`config.mk`:
```
export PLATFORM = sky130hd
export DESIGN_NAME = scanline_irq_top
export DESIGN_NICKNAME = d
export VERILOG_FILES = /design/src/rtl/sirq_pkg.sv /design/src/rtl/sirq_decode.sv /design/src/rtl/sirq_counter.sv /design/src/rtl/sirq_flag.sv /design/src/rtl/scanline_irq_top.sv
export SDC_FILE = /design/constraint.sdc
export NUM_CORES = 1
export LEC_CHECK = 0
export BUFFER_PORTS_ARGS = -buffer_cell sky130_fd_sc_hd__buf_4
export CAP_MARGIN = 20
export CORE_MARGIN = 2
export CORE_UTILIZATION = 46
export CTS_CLUSTER_DIAMETER = 120
export DETAILED_ROUTE_END_ITERATION = 7
export PLACE_DENSITY_LB_ADDON = 0.2
export SYNTH_ARGS = -nofsm -noshare
export SYNTH_HDL_FRONTEND = slang
export SYNTH_HIERARCHICAL = 1
export SYNTH_SLANG_ARGS = --single-unit
```
`constraint.sdc`:
```
create_clock -name clk -period 1.8 [get_ports clk]
set_input_delay 0.09 -clock clk [delete_from_list [all_inputs] [get_ports clk]]
set_output_delay 0.09 -clock clk [all_outputs]
set_load 0.02 [all_outputs]
```
`src/rtl/sirq_pkg.sv`:
```
package sirq_pkg;
   typedef struct packed {
      logic latch_wr;
      logic reload_wr;
      logic disable_wr;
      logic enable_wr;
   } sirq_cmd_t;
endpackage

```
`src/rtl/sirq_decode.sv`:
```
module sirq_decode
   import sirq_pkg::*;
#(
   parameter int ADDR_W = 16,
   parameter logic [ADDR_W-1:0] MATCH_MASK = 16'hE001,
   parameter logic [ADDR_W-1:0] LATCH_ADDR = 16'hC000,
   parameter logic [ADDR_W-1:0] RELOAD_ADDR = 16'hC001,
   parameter logic [ADDR_W-1:0] DISABLE_ADDR = 16'hE000,
   parameter logic [ADDR_W-1:0] ENABLE_ADDR = 16'hE001
) (
   input  logic              wr_en,
   input  logic [ADDR_W-1:0] wr_addr,
   output sirq_cmd_t         cmd
);
   localparam int NCMD = 4;
   localparam logic [NCMD*ADDR_W-1:0] CODES =
      {LATCH_ADDR, RELOAD_ADDR, DISABLE_ADDR, ENABLE_ADDR};

   logic [ADDR_W-1:0] masked;
   logic [NCMD-1:0]   hit_vec;

   assign masked = wr_addr & MATCH_MASK;

   for (genvar i = 0; i < NCMD; i++) begin : g_match
      localparam logic [ADDR_W-1:0] CODE = CODES[i*ADDR_W +: ADDR_W];
      if ((CODE & ~MATCH_MASK) != '0) begin : g_bad_code
         $error("command address has bits outside the match mask");
      end
      for (genvar j = i + 1; j < NCMD; j++) begin : g_unique
         if (CODE == CODES[j*ADDR_W +: ADDR_W]) begin : g_dup
            $error("two command addresses decode alike");
         end
      end
      assign hit_vec[i] = wr_en && (masked == CODE);
   end

   assign cmd = sirq_cmd_t'(hit_vec);
endmodule

```
`src/rtl/sirq_counter.sv`:
```
module sirq_counter
   import sirq_pkg::*;
#(
   parameter int CNT_W = 8
) (
   input  logic             clk,
   input  logic             rst_n,
   input  logic             line_tick,
   input  sirq_cmd_t        cmd,
   input  logic [CNT_W-1:0] load_val,
   output logic             zero_hit,
   output logic [CNT_W-1:0] count_q,
   output logic [CNT_W-1:0] latch_q,
   output logic             reload_q
);
   localparam logic [CNT_W-1:0] ZERO = '0;
   localparam logic [CNT_W-1:0] ONE  = {{(CNT_W-1){1'b0}}, 1'b1};

   logic [CNT_W-1:0] count_nxt;
   logic             refill;

   assign refill    = (count_q == ZERO) || reload_q;
   assign count_nxt = refill ? latch_q : count_q - ONE;
   assign zero_hit  = line_tick && (count_nxt == ZERO);

   always_ff @(posedge clk or negedge rst_n) begin
      if (!rst_n) begin
         count_q  <= ZERO;
         latch_q  <= ZERO;
         reload_q <= 1'b0;
      end else begin
         if (line_tick)
            count_q <= count_nxt;
         if (cmd.latch_wr)
            latch_q <= load_val;
         if (cmd.reload_wr)
            reload_q <= 1'b1;
         else if (line_tick)
            reload_q <= 1'b0;
      end
   end
endmodule

```
`src/rtl/sirq_flag.sv`:
```
module sirq_flag
   import sirq_pkg::*;
(
   input  logic      clk,
   input  logic      rst_n,
   input  logic      zero_hit,
   input  sirq_cmd_t cmd,
   output logic      enable_q,
   output logic      irq_q
);
   always_ff @(posedge clk or negedge rst_n) begin
      if (!rst_n) begin
         enable_q <= 1'b0;
         irq_q    <= 1'b0;
      end else if (cmd.disable_wr) begin
         enable_q <= 1'b0;
         irq_q    <= 1'b0;
      end else begin
         if (cmd.enable_wr)
            enable_q <= 1'b1;
         if (zero_hit && enable_q)
            irq_q <= 1'b1;
      end
   end
endmodule

```
`src/rtl/scanline_irq_top.sv`:
```
module scanline_irq_top
   import sirq_pkg::*;
#(
   parameter int ADDR_W = 16,
   parameter int DATA_W = 8,
   parameter int CNT_W  = 8,
   parameter logic [ADDR_W-1:0] MATCH_MASK = 16'hE001,
   parameter logic [ADDR_W-1:0] LATCH_ADDR = 16'hC000,
   parameter logic [ADDR_W-1:0] RELOAD_ADDR = 16'hC001,
   parameter logic [ADDR_W-1:0] DISABLE_ADDR = 16'hE000,
   parameter logic [ADDR_W-1:0] ENABLE_ADDR = 16'hE001
) (
   input  logic              clk,
   input  logic              rst_n,
   input  logic              line_tick,
   input  logic              wr_en,
   input  logic [ADDR_W-1:0] wr_addr,
   input  logic [DATA_W-1:0] wr_data,
   output logic              irq
);
   if (CNT_W < 1 || CNT_W != DATA_W) begin : g_bad_width
      $error("counter width must be nonzero and equal to the data width");
   end

   sirq_cmd_t        cmd;
   logic             zero_hit;
   logic [CNT_W-1:0] cnt_q;
   logic [CNT_W-1:0] lat_q;
   logic             rld_q;
   logic             en_q;

   sirq_decode #(
      .ADDR_W(ADDR_W), .MATCH_MASK(MATCH_MASK), .LATCH_ADDR(LATCH_ADDR),
      .RELOAD_ADDR(RELOAD_ADDR), .DISABLE_ADDR(DISABLE_ADDR),
      .ENABLE_ADDR(ENABLE_ADDR)
   ) u_dec (
      .wr_en(wr_en), .wr_addr(wr_addr), .cmd(cmd)
   );

   sirq_counter #(.CNT_W(CNT_W)) u_cnt (
      .clk(clk), .rst_n(rst_n), .line_tick(line_tick), .cmd(cmd),
      .load_val(wr_data), .zero_hit(zero_hit), .count_q(cnt_q),
      .latch_q(lat_q), .reload_q(rld_q)
   );

   sirq_flag u_flag (
      .clk(clk), .rst_n(rst_n), .zero_hit(zero_hit), .cmd(cmd),
      .enable_q(en_q), .irq_q(irq)
   );
endmodule

```
Yosys cells after proc, flatten, opt, wreduce, memory -nomap -nowiden
Index checks and enable logic that the tools add are counted.

cells by class
  equal/unequal tests = 4
  mux-type cells = 7
  add/sub/neg operators = 1
  reduce and logical (&&, ||, !) cells = 12

operators with widths
  cell                 count
  $eq 4x4->1 const B   4
  $logic_not 8->1      2
  $mux 8               1
  $sub 8x1->8 const B  1
  $logic_and 1x1->1    6
  $mux 1               6
  $reduce_bool 2->1    3
  $logic_or 1x1->1     1

storage, ports and cells
  output and inout bits = 1
  logic and storage cells = 29
  register bits after elaboration = 19
  input port bits = 28

Depth between registers and ports, before layout
Gate-level depths: netlist (run 1).

  depth after elaboration = 8
  gate-level depth with buffers = 8
  depth with buffers taken out = 8

Modules after synthesis
The synthesis (run 1) kept the hierarchy.

modules (own cells, without submodules)
  module        instances  seq. area each (sq um)  area an instance (sq um)  cells an instance
  sirq_counter  1          425.4                   987.2                     96
  sirq_flag     1          50.0                    66.3                      6
  sirq_decode   1          0.0                     32.5                      7

Worst setup path before layout (run 1)
No wires, ideal clock.

  path type = reg-to-reg
  start point = register u_cnt.count_q[0]
  end point = register u_cnt.count_q[4]
  clock period less this slack = 1.745 ns
  library setup time = 0.121 ns
  slack = 0.055 ns
  cell stages (with the launch flop) = 7
  data required time = 1.679 ns
  path buffers = 0
  arrival = 1.624 ns
  cells stage by stage = dfrtp_1 > inv_1 > ha_1 > nor4b_2 > a21oi_2 > mux2_2 > a22o_1

on the way
  longest elaborated chain between the ends = 3
  elaborated cells on any way between the ends = 4
  those cells by class = 1 x add/sub; 1 x mux; 2 x reduce/logical

ends and longest elaborated chain
  what                                                 RTL line            RTL
  start: declaration                                   sirq_counter.sv:12  output logic [CNT_W-1:0] count_q,
  start signal: assignment                             sirq_counter.sv:33  count_q <= count_nxt;
  branches (longest 2 deep; another with $sub 8x1->8)  -
  $mux 8 (*)                                           sirq_counter.sv:23  assign count_nxt = refill ? latch_q : count_q - ONE;

Every way passes the cells marked *.
A chain may end at the register's enable or synchronous reset.

Worst setup path after layout (run 1)
  start point = register u_cnt.count_q[1]
  end point = register u_flag.irq_q

on the way
  longest elaborated chain between the ends = 7
  elaborated cells on any way between the ends = 8
  those cells by class = 1 x add/sub; 1 x mux; 6 x reduce/logical

ends and longest elaborated chain
  what                                                 RTL line                RTL
  branches (longest 2 deep; another with $sub 8x1->8)  -
  $mux 8 (*)                                           sirq_counter.sv:23
  $logic_not 8->1 (*)                                  sirq_counter.sv:24      assign zero_hit = line_tick && (count_nxt == ZERO);
  $logic_and 1x1->1 (*)                                sirq_counter.sv:24
  named net zero_hit                                   scanline_irq_top.sv:26  logic zero_hit;
  $logic_and 1x1->1 (*)                                sirq_flag.sv:21         if (zero_hit && enable_q)
  $reduce_bool 2->1 (no line) (*)                      -
  end signal: assignment                               sirq_flag.sv:14         irq_q <= 1'b0;
  end signal: assignment                               sirq_flag.sv:17         irq_q <= 1'b0;
  end signal: assignment                               sirq_flag.sv:22         irq_q <= 1'b1;
  end: declaration                                     sirq_flag.sv:9          output logic irq_q

Mark *: on every way through the listed nets, which the timed path passes.

==> results.sh, run 1 <==
export IMPL_status="completed"
export IMPL_regArea_sq_um=475.5
export IMPL_synth_seq_cells=19
export IMPL_tritoncts="built"
export IMPL_critPathSlowestCell="or4_4"
export IMPL_clockRootBuffer="clkbuf_4"
export IMPL_leakagePower_nw=0.6081
export IMPL_critPathMostFrequentCell="a21oi_1"
export IMPL_via_per_inst=5.494
export IMPL_clock_latency_ns=0.28
export IMPL_grt_pass1_wl_um=3870
export IMPL_fin_crit_sh_pct=95.75
export IMPL_hold_start="wr_data[5]"
export IMPL_synth_commonest_cells="dfrtp_1 (19), mux2_2 (9), o21ai_0 (9)"
export IMPL_switching_power_mw=0.6014
export IMPL_period_needed_ns=1.724
export IMPL_fp_coreArea_sq_um=2212
export IMPL_p_int_mw=1.014
export IMPL_pre_cts_slack_ns=0.05578
export IMPL_clk_pin_slew_ns=0.10
export IMPL_clk_path_buf_depth=2
export IMPL_wl_per_cell_um=14.71
export IMPL_syn_nets=139
export IMPL_r2r_start="u_cnt/count_q[1]$_DFFE_PN0P_"
export IMPL_antenna_cells=0
export IMPL_area_delta_synth_final_pct=27.88
export IMPL_setup_viol=0
export IMPL_drt_pass1_iter_count=4
export IMPL_syn_area_sq_um=1086
export IMPL_critPathLaunchType="register"
export IMPL_wl_um=2412
export IMPL_cts_sinks=19
export IMPL_relSlewSlack_pct=74.64
export IMPL_rsz0062_at_grt="true"
export IMPL_avgSynthCellArea_sq_um=9.964
export IMPL_syn_inst=109
export IMPL_slew_violations=0
export IMPL_startpoint="u_cnt/count_q[1]$_DFFE_PN0P_"
export IMPL_grt_max_degree=20
export IMPL_synth_top_cell_area_share_pct=43.78
export IMPL_final_nets=167
export IMPL_switching_share_pct=37.23
export IMPL_criticalPathCategory="reg -> reg"
export IMPL_ant_nets=0
export IMPL_worstMarginPinSlew_ns=0.3769
export IMPL_numCtsBuffers=3
export IMPL_maxCapViolations=0
export IMPL_die_area_sq_um=2766
export IMPL_powerDensity_nw_per_um2=1163
export IMPL_end_kind="register"
export IMPL_yosysMostFrequentCell="dfrtp_1"
export IMPL_gr_usage_all_layers_pct=19.00
export IMPL_grt_overflow=0
export IMPL_gp_congestion=0.8637
export IMPL_crit_chain="or3_4, or4_4, nand4_1, a21oi_1, a21oi_1, nor2_1"
export IMPL_io_pins=29
export IMPL_crit_arrival_ns=1.90
export IMPL_synth_area_leader_cell="dfrtp_1"
export IMPL_synth_async_reset_ratio_pct=100.0
export IMPL_grt_antenna_before_repair=0
export IMPL_cts_htree_levels=1
export IMPL_slowest_delay_ns=0.43
export IMPL_p_comb_share_pct=41.1
export IMPL_power_mw=1.615
export IMPL_crit_fanout=3
export IMPL_skew_ns=0.001874
export IMPL_finalWorstSetupSlack_ns=0.07649
export IMPL_dr_total_vias=901
export IMPL_rows=17
export IMPL_p_clk_share_pct=12.7
export IMPL_hpwl_um=1784
export IMPL_start_util_pct=49.10
export IMPL_drc=0
export IMPL_synth_edf_count=0
export IMPL_hold_class="in -> reg"
export IMPL_seq_power_share_pct=46.2
export IMPL_cp_buffers_inverters=0
export IMPL_grt_pass1_vias=876
export IMPL_fill_cells=190
export IMPL_crit_required_ns=1.97
export IMPL_yosys_warnings=6
export IMPL_hold_viol_final=0
export IMPL_peakVddDrop_mv=0.6250
export IMPL_ys_seq_area_share_pct=43.78
export IMPL_fin_util_pct=62.78
export IMPL_ys_top_cells_by_area="dfrtp_1 (44%), mux2_2 (9.3%), o21ai_0 (4.1%), nor3_1 (3.2%), inv_1 (2.8%)"
export IMPL_drive_gt1_share_pct=40.44
export IMPL_die_w_um=52.59
export IMPL_fmax_mhz=580.2
export IMPL_multi_input_area_sq_um=601.8
export IMPL_synth_ff_type="dfrtp_1"
export IMPL_path_delay_family="simple AND/OR/NAND/NOR gates"
export IMPL_io_buffers=16
export IMPL_die_y_um=52.59
export IMPL_drtIter0Drc=17
export IMPL_synthDistinctLibCells=38
==> layout make-up <==
class                      instances  share of cell area (%)
clock buffer                       4                   1.892
inverter                           8                   2.162
multi-input combinational         76                   43.33
sequential                        19                   34.23
tap                               28                   2.523
timing repair buffer              29                   15.86
==> through the flow <==
stage	TNS (ns)	cell area, sq um	instances	hold WS, ns
2_1_floorplan	0	1086	109	-0.2056
3_3_place_gp	0	1286	157	-0.02625
3_5_place_dp	0	1286	157	-0.02285
4_1_cts	0	1323	162	0.0009132
5_1_grt	-0.01658	1389	164	0.01272
6_report	0	1389	164	0.009047
==> what timing repair did <==
item,4_1_cts,5_1_grt
hold endpoints to repair,19,0
resized for setup,0,9
setup endpoints to repair,0,8
buffers inserted,0,2
hold buffers,1,0
==> worst min-delay path: cells and delay by family <==
kind | cells | cell delay (ns)
buffers and inverters | 1 | 0.08
AND/OR/NAND/NOR | 1 | 0.04
AO/OA/AOI/OAI | 1 | 0.06
==> sequential cells by signal, summed over array words and instances (netlist names) <==
name,cells
u_cnt/reload_q,1
u_cnt/latch_q,8
u_flag/enable_q,1
u_flag/irq_q,1
u_cnt/count_q,8
==> cells in the final DEF, fill, tap and decap left out, types with 2 or more instances in the layout <==
cell      instances
a21boi_0          2
a21oi_1           4
a22oi_1           2
buf_4            28
clkbuf_4          3
dfrtp_1          19
ha_4              2
inv_1             6
inv_2             2
mux2_2            9
nand2_1           2
nand3_1           3
nand4_1           2
nor2_1            7
nor3_1            6
nor3_2            2
nor4b_1           2
o21ai_0           9
o21bai_1          2
or3b_2            2
==> power by group through the flow <==
stage | combinational [mW] | clock, mW | sequential (mW)
4_1_cts | 0.569 | 0.216 | 0.731
5_1_grt | 0.725 | 0.237 | 0.770
6_report | 0.664 | 0.206 | 0.746
3_5_place_dp | 0.564 | 0 | 0.741
2_1_floorplan | 0.445 | 0 | 0.664
3_3_place_gp | 0.546 | 0 | 0.730
==> cells by family (layout without fill, tap and decap cells) <==
family,Yosys count,count (layout),share of synthesized area [%]
buffers and inverters,14,41,5.530
XOR/XNOR,1,1,0.8066
AO/OA/AOI/OAI,28,28,17.05
flip-flops,19,19,43.78
adder cells (fa/ha/maj),2,2,2.304
AND/OR/NAND/NOR,35,35,20.28
multiplexers,10,10,10.25
==> path summary, 6_finish.rpt <==
kind	endpoint	slack, ns	cells after the start
setup / recovery	u_flag/irq_q$_DFFE_PN0P_	0.08	6
hold / removal	u_cnt/latch_q[5]$_DFFE_PN0P_	0.009	3
setup reg to reg	u_flag/irq_q$_DFFE_PN0P_	0.08	6
hold reg to reg	u_flag/irq_q$_DFFE_PN0P_	0.53	2
max in group asynchronous	u_cnt/count_q[2]$_DFFE_PN0P_	1.40	2
min in group asynchronous	u_cnt/count_q[6]$_DFFE_PN0P_	0.20	2
==> per-layer routing <==
metal	part of all wire, %	track usage [%]
met5	0	0
met4	0.58	7.692
met2	48	31.04
met3	2.3	2.286
met1	49	25.41
(Power assumes the default switching activity.)
==> run 2, diff against run 1 <==
--- a/config.mk
+++ b/config.mk
@@ -8,9 +8,12 @@
 export BUFFER_PORTS_ARGS = -buffer_cell sky130_fd_sc_hd__buf_4
 export CAP_MARGIN = 20
 export CORE_MARGIN = 2
-export CORE_UTILIZATION = 46
+export CORE_UTILIZATION = 48
+export CTS_BUF_LIST = sky130_fd_sc_hd__clkbuf_8
 export CTS_CLUSTER_DIAMETER = 120
+export CTS_CLUSTER_SIZE = 25
 export DETAILED_ROUTE_END_ITERATION = 7
+export GPL_TIMING_DRIVEN = 0
 export PLACE_DENSITY_LB_ADDON = 0.2
 export SYNTH_ARGS = -nofsm -noshare
 export SYNTH_HDL_FRONTEND = slang
==> run 2 against run 1 <==
Compared with the run above:
- global-route usage up 1.7 points
- combinational power up 6.5%
- total power up 6.7%
- non-clock buffer count up 1
- hold slack better by 0.047 ns
- clock power up 42%
- routed wire length up 3.6%
- critical path depth up 2
- clock-buffer cell count down 1
- largest cell class unchanged
- register-to-register slack worse by 0.06 ns
- design area up 0.72%
- die area down 3.9%
==> results.sh, run 2 (same netlist as run 1, synthesis figures left out) <==
export IMPL_final_cell_mix="buf_4 (24), dfrtp_1 (19), mux2_2 (9)"
export IMPL_end_kind="register"
export IMPL_critPathLaunchType="register"
export IMPL_criticalPathCategory="reg -> reg"
export IMPL_fin_crit_sh_pct=98.96
export IMPL_clockRootBuffer="clkbuf_8"
export IMPL_crit_arrival_ns=1.98
export IMPL_antenna_cells=0
export IMPL_switching_share_pct=36.37
export IMPL_hold_ws_ns=0.05578
export IMPL_clock_latency_ns=0.26
export IMPL_gr_usage_all_layers_pct=20.73
export IMPL_drive_gt1_share_pct=38.69
export IMPL_pre_cts_slack_ns=-0.1327
export IMPL_grt_overflow=0
export IMPL_dr_total_vias=928
export IMPL_grt_pass1_vias=873
export IMPL_final_common_cell="buf_4"
export IMPL_crit_fanout=4
export IMPL_reg_largest_list="u_cnt/count_q: 8 flops, u_cnt/latch_q: 8 flops"
export IMPL_ant_nets=0
export IMPL_die_area_sq_um=2659
export IMPL_area_delta_synth_final_pct=28.80
export IMPL_cts_htree_levels=1
export IMPL_status="completed"
export IMPL_peakVddDrop_mv=0.9234
export IMPL_die_w_um=51.57
export IMPL_finalWorstSetupSlack_ns=0.01873
export IMPL_tritoncts="built"
export IMPL_io_buffers=15
export IMPL_drt_pass1_iter_count=4
export IMPL_rows=17
export IMPL_p_clk_share_pct=17.0
export IMPL_skew_ns=0.008624
export IMPL_worstMarginPinSlew_ns=0.4550
export IMPL_wl_per_cell_um=15.14
export IMPL_grt_antenna_before_repair=0
export IMPL_via_per_inst=5.624
export IMPL_fmax_mhz=561.4
export IMPL_start_util_pct=50.06
export IMPL_setup_viol=0
export IMPL_hpwl_um=1640
export IMPL_hold_class="in -> reg"
export IMPL_relSlewSlack_pct=69.67
export IMPL_maxCapViolations=0
export IMPL_io_pins=29
export IMPL_rsz0062_at_grt="true"
export IMPL_power_mw=1.724
export IMPL_drtIter0Drc=16
export IMPL_wl_um=2498
export IMPL_clk_pin_slew_ns=0.07
export IMPL_clk_path_buf_depth=2
export IMPL_grt_pass1_wl_um=3981
export IMPL_seq_power_share_pct=42.0
export IMPL_p_int_mw=1.097
export IMPL_leakagePower_nw=0.6071
export IMPL_switching_power_mw=0.6270
export IMPL_fin_cells=165
export IMPL_grt_max_degree=20
export IMPL_fp_coreArea_sq_um=2170
export IMPL_powerDensity_nw_per_um2=1232
export IMPL_drc=0
export IMPL_die_y_um=51.57
export IMPL_fin_util_pct=64.48
export IMPL_hold_viol_final=0
export IMPL_p_comb_share_pct=41.0
export IMPL_crit_required_ns=2.00
export IMPL_placed_cells=152
export IMPL_slew_violations=0
export IMPL_final_nets=168
export IMPL_numCtsBuffers=3
export IMPL_gp_congestion=0.8371
export IMPL_cts_sinks=19
export IMPL_period_needed_ns=1.781
-- run 2: changes by cell type in the layout (fill, tap and decap cells not counted), sizes merged --
cell and delta:
inv +1, clkbuf +3, buf -3
-- run 2: final cells by class --
class	count	area (sq um)
Fill cell	192	770.7
Multi-Input combinational cell	76	596.8
Sequential cell	19	475.5
Timing Repair Buffer	25	190.2
Clock buffer	3	41.29
Tap cell	28	35.03
Inverter	8	30.03
Buffer	5	26.28
Clock inverter	1	3.754
-- run 2: worst max-delay path, cell delays in order, from the launching register on --
cell and delay, ns:
dfrtp_1 0.39, inv_1 0.08, ha_2 0.34, nand4b_1 0.12, nor4_2 0.25, nand4_1 0.19, a21oi_2 0.19, a21oi_2 0.07
nor2_1 0.08
-- run 2: final timing paths --
check	startpoint	end	slack, ns	depth (start not counted)
worst min-delay path	wr_data[5]	u_cnt/latch_q[5]$_DFFE_PN0P_	0.06	3
worst max register to register	u_cnt/count_q[1]$_DFFE_PN0P_	u_flag/irq_q$_DFFE_PN0P_	0.02	8
worst max-delay path	u_cnt/count_q[1]$_DFFE_PN0P_	u_flag/irq_q$_DFFE_PN0P_	0.02	8
worst min register to register	u_flag/irq_q$_DFFE_PN0P_	u_flag/irq_q$_DFFE_PN0P_	0.51	2
min in group asynchronous	rst_n	u_cnt/count_q[3]$_DFFE_PN0P_	0.25	2
max in group asynchronous	rst_n	u_cnt/count_q[5]$_DFFE_PN0P_	1.35	2
-- run 2: metal layers --
metal	global-route usage [%]	part of all wire, %	vias up
met2	33.55	52	9
met4	9.211	0.56	0
met1	27.36	45	462
met5	0	0	-
li1	-	-	455
met3	3.448	1.9	2
-- run 2: metrics by stage --
| stage | instance area (sq um) | TNS, ns |
|---|---|---|
| floorplan | 1086 | 0 |
| global placement | 1234 | -0.2415 |
| detailed placement | 1234 | -0.2703 |
| CTS | 1349 | 0 |
| global route | 1399 | -0.1366 |
| finish | 1399 | 0 |
-- run 2: power by group through the flow --
stage	sequential, mW	clock (mW)	combinational, mW
finish	0.725	0.293	0.707
global route	0.750	0.319	0.767
CTS	0.691	0.301	0.653
detailed placement	0.690	0	0.568
global placement	0.686	0	0.553
floorplan	0.664	0	0.445
-- run 2: timing repair --
item                                    in CTS  in global routing
hold buffers                                 1                  0
hold endpoints to repair                    19                  0
setup buffers                                6                  3
resized for setup                            4                  9
pin swaps                                    5                  4
endpoints found under the setup margin       4                  5
